[src/rtl/busSeqPkg.sv]
package busSeqPkg;

  typedef enum logic [2:0] {
    ST_IDLE,
    ST_T1,
    ST_T2,
    ST_T3,
    ST_TW,
    ST_T4
  } tState_e;

  // strobes from the sequencer control to the datapath
  typedef struct packed {
    logic loadReq;    // latch the incoming request
    logic captureRd;  // take dataIn on entry to T4
    logic inCycle;    // a bus cycle is running
    logic driveData;  // write lanes are driven
  } seqCtl_t;

endpackage

[src/rtl/busSeqCtrl.sv]
module busSeqCtrl
  import busSeqPkg::*;
(
  input  logic    clk,
  input  logic    rstN,
  input  logic    reqValid,
  input  logic    reqWrite,
  input  logic    readyIn,
  output seqCtl_t ctl,
  output logic    ale,
  output logic    rdN,
  output logic    wrN,
  output logic    dtr,
  output logic    denN,
  output logic    cycDone
);

  tState_e state, nextState;
  logic    half;      // 0 = first clock of a T-state, 1 = second
  logic    isWrite;
  logic    strobeSpan;
  logic    rdActive;
  logic    wrActive;

  always_comb begin
    nextState = state;
    unique case (state)
      ST_T1:        nextState = ST_T2;
      ST_T2:        nextState = ST_T3;
      ST_T3, ST_TW: nextState = readyIn ? ST_T4 : ST_TW;
      ST_T4:        nextState = ST_IDLE;
      default:      nextState = ST_IDLE;
    endcase
  end

  always_ff @(posedge clk) begin
    if (!rstN) begin
      state   <= ST_IDLE;
      half    <= 1'b0;
      isWrite <= 1'b0;
    end else if (state == ST_IDLE) begin
      half <= 1'b0;
      if (reqValid) begin
        state   <= ST_T1;
        isWrite <= reqWrite;
      end
    end else begin
      half <= ~half;
      if (half) state <= nextState;
    end
  end

  assign strobeSpan = (state == ST_T2) || (state == ST_T3) || (state == ST_TW);
  assign wrActive   = isWrite && strobeSpan;
  assign rdActive   = !isWrite && (((state == ST_T2) && half) ||
                                   (state == ST_T3) || (state == ST_TW));

  assign ctl.inCycle   = (state != ST_IDLE);
  assign ctl.loadReq   = (state == ST_IDLE) && reqValid;
  assign ctl.driveData = isWrite && (strobeSpan || ((state == ST_T4) && !half));
  assign ctl.captureRd = !isWrite && half && readyIn &&
                         ((state == ST_T3) || (state == ST_TW));

  assign ale     = (state == ST_T1) && !half;
  assign wrN     = !wrActive;
  assign rdN     = !rdActive;
  assign dtr     = ctl.inCycle ? isWrite : 1'b1;
  assign denN    = !(ctl.driveData || rdActive);
  assign cycDone = (state == ST_T4) && half;

endmodule

[src/rtl/busSeqData.sv]
module busSeqData
  import busSeqPkg::*;
#(
  parameter int ADDR_W = 20,
  parameter int DATA_W = 16
) (
  input  logic              clk,
  input  logic              rstN,
  input  seqCtl_t           ctl,
  input  logic [ADDR_W-1:0] reqAddr,
  input  logic              reqMem,
  input  logic              reqWord,
  input  logic [DATA_W-1:0] reqWData,
  input  logic [DATA_W-1:0] dataIn,
  output logic [ADDR_W-1:0] addrOut,
  output logic              mio,
  output logic              bheN,
  output logic [DATA_W-1:0] dataOut,
  output logic              dataOe,
  output logic [DATA_W-1:0] rdData
);

  localparam int LANE_W = DATA_W / 2;
  localparam int LANES  = 2;

  logic [ADDR_W-1:0] addrQ;
  logic              memQ;
  logic              wordQ;
  logic [DATA_W-1:0] wdQ;
  logic [DATA_W-1:0] rdQ;
  logic              loSel;
  logic              hiSel;
  logic [DATA_W-1:0] laneData;
  logic [DATA_W-1:0] rdSteer;

  always_ff @(posedge clk) begin
    if (!rstN) begin
      addrQ <= '0;
      memQ  <= 1'b0;
      wordQ <= 1'b0;
      wdQ   <= '0;
    end else if (ctl.loadReq) begin
      addrQ <= reqAddr;
      memQ  <= reqMem;
      wordQ <= reqWord;
      wdQ   <= reqWData;
    end
  end

  // lane selection: even byte on the low lane, odd byte on the high lane
  assign loSel = !addrQ[0];
  assign hiSel = wordQ || addrQ[0];

  for (genvar g = 0; g < LANES; g++) begin : gLane
    logic              laneEn;
    logic [LANE_W-1:0] laneSrc;
    assign laneEn  = (g == 0) ? loSel : hiSel;
    assign laneSrc = ((g == 1) && loSel) ? wdQ[DATA_W-1:LANE_W] : wdQ[LANE_W-1:0];
    assign laneData[g*LANE_W +: LANE_W] = laneEn ? laneSrc : '0;
  end

  always_comb begin
    if (loSel && hiSel)
      rdSteer = dataIn;
    else if (loSel)
      rdSteer = {{LANE_W{1'b0}}, dataIn[LANE_W-1:0]};
    else
      rdSteer = {{LANE_W{1'b0}}, dataIn[DATA_W-1:LANE_W]};
  end

  always_ff @(posedge clk) begin
    if (!rstN)               rdQ <= '0;
    else if (ctl.captureRd)  rdQ <= rdSteer;
  end

  assign addrOut = addrQ;
  assign mio     = ctl.inCycle && memQ;
  assign bheN    = ctl.inCycle ? !hiSel : 1'b1;
  assign dataOe  = ctl.driveData;
  assign dataOut = ctl.driveData ? laneData : '0;
  assign rdData  = rdQ;

endmodule

[src/rtl/busCycleSeq.sv]
module busCycleSeq
  import busSeqPkg::*;
#(
  parameter int ADDR_W = 20,
  parameter int DATA_W = 16
) (
  input  logic              clk,
  input  logic              rstN,
  input  logic              reqValid,
  input  logic              reqWrite,
  input  logic              reqMem,
  input  logic              reqWord,
  input  logic [ADDR_W-1:0] reqAddr,
  input  logic [DATA_W-1:0] reqWData,
  input  logic              readyIn,
  input  logic [DATA_W-1:0] dataIn,
  output logic              ale,
  output logic [ADDR_W-1:0] addrOut,
  output logic              mio,
  output logic              bheN,
  output logic              rdN,
  output logic              wrN,
  output logic              dtr,
  output logic              denN,
  output logic [DATA_W-1:0] dataOut,
  output logic              dataOe,
  output logic [DATA_W-1:0] rdData,
  output logic              cycDone
);

  seqCtl_t ctl;

  busSeqCtrl u_ctrl (
    .clk      (clk),
    .rstN     (rstN),
    .reqValid (reqValid),
    .reqWrite (reqWrite),
    .readyIn  (readyIn),
    .ctl      (ctl),
    .ale      (ale),
    .rdN      (rdN),
    .wrN      (wrN),
    .dtr      (dtr),
    .denN     (denN),
    .cycDone  (cycDone)
  );

  busSeqData #(.ADDR_W(ADDR_W), .DATA_W(DATA_W)) u_data (
    .clk      (clk),
    .rstN     (rstN),
    .ctl      (ctl),
    .reqAddr  (reqAddr),
    .reqMem   (reqMem),
    .reqWord  (reqWord),
    .reqWData (reqWData),
    .dataIn   (dataIn),
    .addrOut  (addrOut),
    .mio      (mio),
    .bheN     (bheN),
    .dataOut  (dataOut),
    .dataOe   (dataOe),
    .rdData   (rdData)
  );

endmodule

[config.mk]
export PLATFORM = sky130hd
export DESIGN_NAME = busCycleSeq
export DESIGN_NICKNAME = d
export VERILOG_FILES = /design/src/rtl/busSeqPkg.sv /design/src/rtl/busSeqCtrl.sv /design/src/rtl/busSeqData.sv /design/src/rtl/busCycleSeq.sv
export SDC_FILE = /design/constraint.sdc
export NUM_CORES = 1
export LEC_CHECK = 0
export BUFFER_PORTS_ARGS = -buffer_cell sky130_fd_sc_hd__buf_2
export CAP_MARGIN = 15
export CORE_MARGIN = 4
export CORE_UTILIZATION = 45
export CTS_CLUSTER_SIZE = 20
export DETAILED_ROUTE_END_ITERATION = 10
export PLACE_DENSITY_LB_ADDON = 0.1
export SLEW_MARGIN = 20
export SYNTH_ARGS = -nofsm -noshare
export SYNTH_HDL_FRONTEND = slang
export SYNTH_SLANG_ARGS = --single-unit
[constraint.sdc]
create_clock -name clk -period 2 [get_ports clk]
set_input_delay 0.1 -clock clk [delete_from_list [all_inputs] [get_ports clk]]
set_output_delay 0.1 -clock clk [all_outputs]
set_load 0.01 [all_outputs]
# Word-level counts from Yosys, hierarchy flattened
# Cells that the tools add are included.
[totals]
register_bits = 59
input_bits = 59
output_inout_bits = 61
wordCells = 64
[op_classes]
eq_ne = 6
mux = 13
n_bitwise = 2
reduce_logical = 35
[op_table]
columns = ["cell", "n"]
rows = [
  ["$mux W16", 2],
  ["$mux W8", 4],
  ["$logic_and A1 B1 Y1", 13],
  ["$mux W3", 3],
  ["$pmux W3 S3", 1],
  ["$logic_or A1 B1 Y1", 8],
  ["$logic_not A1 Y1", 7],
  ["$eq A3 B2 Y1 const B", 2],
  ["$eq A3 B3 Y1 const B", 2],
  ["$reduce_and A2 Y1", 2],
  ["$reduce_or A2 Y1", 2],
  ["$eq A3 B1 Y1 const B", 1],
  ["$logic_not A3 Y1", 1],
  ["$mux W1", 3],
  ["$reduce_bool A3 Y1", 1],
  ["$ne A2 B2 Y1 const B", 1],
  ["$not A1 Y1", 2],
  ["$reduce_bool A2 Y1", 1],
]

# Longest topological paths before layout
[depth]
depth_word = 7
mapped_depth = 6
depth_no_buf = 3

# Modules after synthesis
# A second synthesis with hierarchy kept.
[unflattened]
hier_cells = 279
hier_area_um2 = 2806.4
[by_module_without_submodules]
columns = ["module", "instances", "cells_per_inst", "area_each_um2", "seq_area_each_um2"]
rows = [
  ["busSeqData", 1, 232, 2394.8, 1081.0],
  ["busSeqCtrl", 1, 47, 411.6, 100.1],
]

# Least setup slack after synthesis
# No wires, ideal clock.
[synth_path]
kind = "register -> output"
from = "register u_data.addrQ[0], in the netlist u_data.addrOut[0]"
to = "output dataOut[14]"
arrival_time_ns = 1.524
required_time_ns = 1.900
path_slack_ns = 0.376
path_stages_with_launch = 7
n_path_buf = 3
cell_sequence = "dfxtp_1 -> buf_2 -> nor2b_1 -> clkbuf_1 -> clkbuf_1 -> a22oi_1 -> nor3b_1"
[synth_via]
elab_chain_len = 3
word_cells_on_any_way = 4
cone_classes = "mux (3); reduce/logical (1)"
[synth_lines]
columns = ["element", "line_no", "text"]
rows = [
  ["start, declared", "busSeqData.sv:26", "logic [ADDR_W-1:0] addrQ;"],
  ["start signal, assigned", "busSeqData.sv:43", "addrQ <= reqAddr;"],
  ["$mux W8 / $logic_or A1 B1 Y1 (equally long branches)", "busSeqData.sv:58, busSeqData.sv:52", ""],
  ["$mux W8 *", "busSeqData.sv:59", "assign laneData[g*LANE_W +: LANE_W] = laneEn ? laneSrc : '0;"],
  ["$mux W16 *", "busSeqData.sv:80", "assign dataOut = ctl.driveData ? laneData : '0;"],
  ["end, declared", "busCycleSeq.sv:25", "output logic [DATA_W-1:0] dataOut,"],
]
# Mark *: on every way between the ends. The rest lies on a longest branch, timed or not.

# Final worst setup path
[layout_path]
from = "register u_ctrl.state[2]"
to = "output denN"
[layout_via]
elab_chain_len = 7
word_cells_on_any_way = 15
cone_classes = "eq/ne (4); reduce/logical (11)"
[layout_lines]
columns = ["element", "line_no", "text"]
rows = [
  ["start, declared", "busSeqCtrl.sv:18", "tState_e state, nextState;"],
  ["start signal, assigned", "busSeqCtrl.sv:49", "if (half) state <= nextState;"],
  ["$eq A3 B2 Y1, on equally long branches", "busSeqCtrl.sv:53, busSeqCtrl.sv:55, busSeqCtrl.sv:56", ""],
  ["$logic_or A1 B1 Y1 / $logic_and A1 B1 Y1 (equally long branches)", "busSeqCtrl.sv:53, busSeqCtrl.sv:55", ""],
  ["$logic_or A1 B1 Y1, on equally long branches", "busSeqCtrl.sv:53, busSeqCtrl.sv:55", ""],
  ["$logic_or A1 B1 Y1, on equally long branches", "busSeqCtrl.sv:60, busSeqCtrl.sv:56", ""],
  ["$logic_and A1 B1 Y1, on equally long branches", "busSeqCtrl.sv:60, busSeqCtrl.sv:55", ""],
  ["$logic_or A1 B1 Y1 *", "busSeqCtrl.sv:68", "assign denN = !(ctl.driveData || rdActive);"],
  ["$logic_not A1 Y1 *", "busSeqCtrl.sv:68", ""],
  ["end, declared", "busCycleSeq.sv:24", "output logic denN,"],
]
# Marks and branches as above.

==> reports/qor.csv <==
stage,metric,value,unit
status,outcome,"finished, final reports clean",
detailed_routing,vias,2653,
detailed_routing,wire_per_inst,13.5,um
yosys,synthTopCellsByCount,"106 x nand2_1, 59 x dfxtp_1, 40 x a21oi_1",
timing,slew_violations,0,
timing,fin_ws,146,ps
cts,cts_tree,done,
yosys,synth-async-reset-ratio,0,%
cts,clock_path_buffers,2,
yosys,synth_ff_type,dfxtp_1,
timing,relSlewSlack,63.9,%
floorplan,dieArea,0.00717,mm2
pwr,p_sw,0.709,mW
global_route,grt.overflow.total,0,
yosys,yosys.area.top_type_share,44.7,%
floorplan,core,0.00561,mm2
yosys,seq_area_frac_synth,44.7,%
detailed_routing,vias_per_cell,5.07,
detailed_routing,drtIter0Drc,108,
yosys,ys_warn_count,0,
cts,clock-sinks,59,
yosys,synth.distinct_cells,32,
yosys,synth_seq_cells,59,
cts,cts_made_buffers,9,
setup_path,crit_fanout,13,
pwr,comb_power_share,16.1,%
global_route,top_usage_layer,met2,
detailed_routing,drc,0,
detailed_routing,final_antenna_net_count,0,
yosys,synthesis.nets,383,
final_layout,postLayoutCellArea,0.00364,mm2
yosys,syn_inst,324,
cts,clkTransAtPathRegs,60,ps
final_layout,fin_nets,506,
yosys,yosysMostFrequentCell,nand2_1,
global_route,track_usage,20.2,%
place,gp_congestion,0.807,
cts,post_cts_buffers,0,
cts,clock_latency,330,ps
global_route,grt_util_met3,5.59,%
cts,clockRootBuffer,clkbuf_8,
final_layout,antenna_cells,0,
floorplan,die_h,84.7,um
timing,min_period,1850,ps
setup_path,reg2reg_from,u_ctrl.state[0],
setup_path,end_kind,output pin,
cts,cts_max_level,3,
worst_hold_path,worstHoldStart,reqAddr[17],
floorplan,io_pins,120,
global_route,antenna_found_initial,0,
place,post_dp_cell_area,0.00332,mm2
timing,final_hold_viol_count,0,
yosys,synth_top_cell_by_area,dfxtp_1,
setup_path,worstSetupPathType,flip-flop to output pin,
timing,period_share,92.7,%
pwr,ir_drop,0.575,mV
floorplan,num_rows,27,
worst_hold_path,hold_path_class,input port to flip-flop,
global_route,grt_pass1_vias,2582,
global_route,gr-usage-met1,25.4,%
final_layout,final_layout_size_suffix_gt1_share,36.4,%
yosys,synth_edf_count,0,
detailed_routing,routed_wl,7.06,mm
place,io_buffers,119,
floorplan,start_util,47.1,%
pwr,power.internal,2.05,mW
pwr,leakage,1.65,nW
setup_path,critical_path_required,1900,ps
place,pre_cts_slack,223,ps
timing,setup_viol,0,
timing,clock_skew,6.71,ps
timing,worst_pin_slew,540,ps
yosys,synth.area.top_cells,"dfxtp_1 45%, nand2_1 15%, a21oi_1 7.6%",
timing,fmax,539,MHz
pwr,clkPwrFrac,37.5,%
pwr,p_total,2.76,mW
final_layout,final_core_util,64.9,%
global_route,use_met2,32.8,%
setup_path,arrival,1750,ps
pwr,swShare,25.7,%
setup_path,worstSetupStartpointType,flip-flop,
final_layout,area_growth,37.7,%
job,drv_cap,0,
yosys,postSynthAreaPerCell,8.16,um2
timing,rsz0062_at_grt,no,
floorplan,die_w,84.7,um
timing,setup_tns,0,ps
global_route,grt_pass1_wl,11.9,mm
pwr,power_density,759,mW/mm2
yosys,syn-cell-area,0.00264,mm2
pwr,seqPwrFrac,46.4,%
detailed_routing,first_pass_iters,4,
place,dpl.hpwl,4.89,mm
setup_path,crit_start,u_ctrl.state[2],
global_route,grt_max_degree,38,
repair_timing:
| action | CTS | global route |
|---|---|---|
| hold endpoints to repair | 10 | 0 |
| pin swaps | 0 | 1 |
| setup endpoints to repair | 18 | 7 |
| gates resized for setup | 4 | 2 |
| hold buffers | 10 | 0 |
layout by cell type (no fill, tap or decap), types with 9 or more instances in the layout:
cell and instances:
mux2_2 9, nand2_1 106, clkbuf_8 14, dlygate4sd3_1 10, buf_2 119, dfxtp_1 57, a21oi_1 40, buf_4 11
mux2i_1 16, nor4bb_1 9, nor3b_1 9
through the flow:
stage	std cells	hold WS (ps)
3_5_place_dp	498	346
5_1_grt	523	5.61
3_3_place_gp	498	340
4_1_cts	523	0.0916
6_report	523	7.06
2_1_floorplan	324	236
power groups by stage:
stage / Sequential, mW / Combinational, mW / Clock (mW)
after floorplan: 1.31 / 0.247 / 0
after global placement: 1.31 / 0.426 / 0
after detailed placement: 1.31 / 0.430 / 0
after CTS: 1.28 / 0.449 / 1.06
after global routing: 1.29 / 0.500 / 1.11
final: 1.28 / 0.444 / 1.04
path summary, 6_finish.rpt:
check	endpoint	slack, ps	depth (start not counted)
worst min register to register	u_data.addrOut[9]	450	2
worst min-delay path	u_data.addrOut[17]	7	3
worst max register to register	u_data.wdQ[4]	380	5
worst max-delay path	denN	150	4
layout make-up:
type | instances | area, um2
clock buffer | 14 | 193
clock inverter | 1 | 5.00
fill | 519 | 1970
inverter | 1 | 3.75
multi-input combinational | 235 | 1360
sequential | 59 | 1190
tap | 72 | 90.1
timing repair buffer | 141 | 798
logic make-up after synthesis:
kind of cell | count (synthesis) | share of synthesized area, %
flip-flops | 59 | 44.7
AO/OA/AOI/OAI | 59 | 13.3
AND/OR/NAND/NOR | 151 | 27.5
buffers and inverters | 30 | 4.54
multiplexers | 25 | 9.89
worst max-delay path, stage by stage, from the launching register on:
cell	delay, ps
dfxtp_4	410
or3b_4	430
a21boi_0	160
mux2_2	290
buf_2	140
sequential cells by signal (all words and copies together), names as in the netlist:
signal,count
u_ctrl.isWrite,1
u_data.wordQ,1
u_data.rdData,16
u_ctrl.half,1
u_data.memQ,1
u_data.addrOut,20
u_ctrl.state,3
u_data.wdQ,16
routing by layer:
layer	up-vias	routed length (um)	share of wire, %
met3	11	542	7.7
met4	0	114	1.6
met2	85	3320	47
met5	-	0	0
met1	1215	3080	44
li1	1342	-	-
No activity file was read; power rests on OpenSTA's default activity.
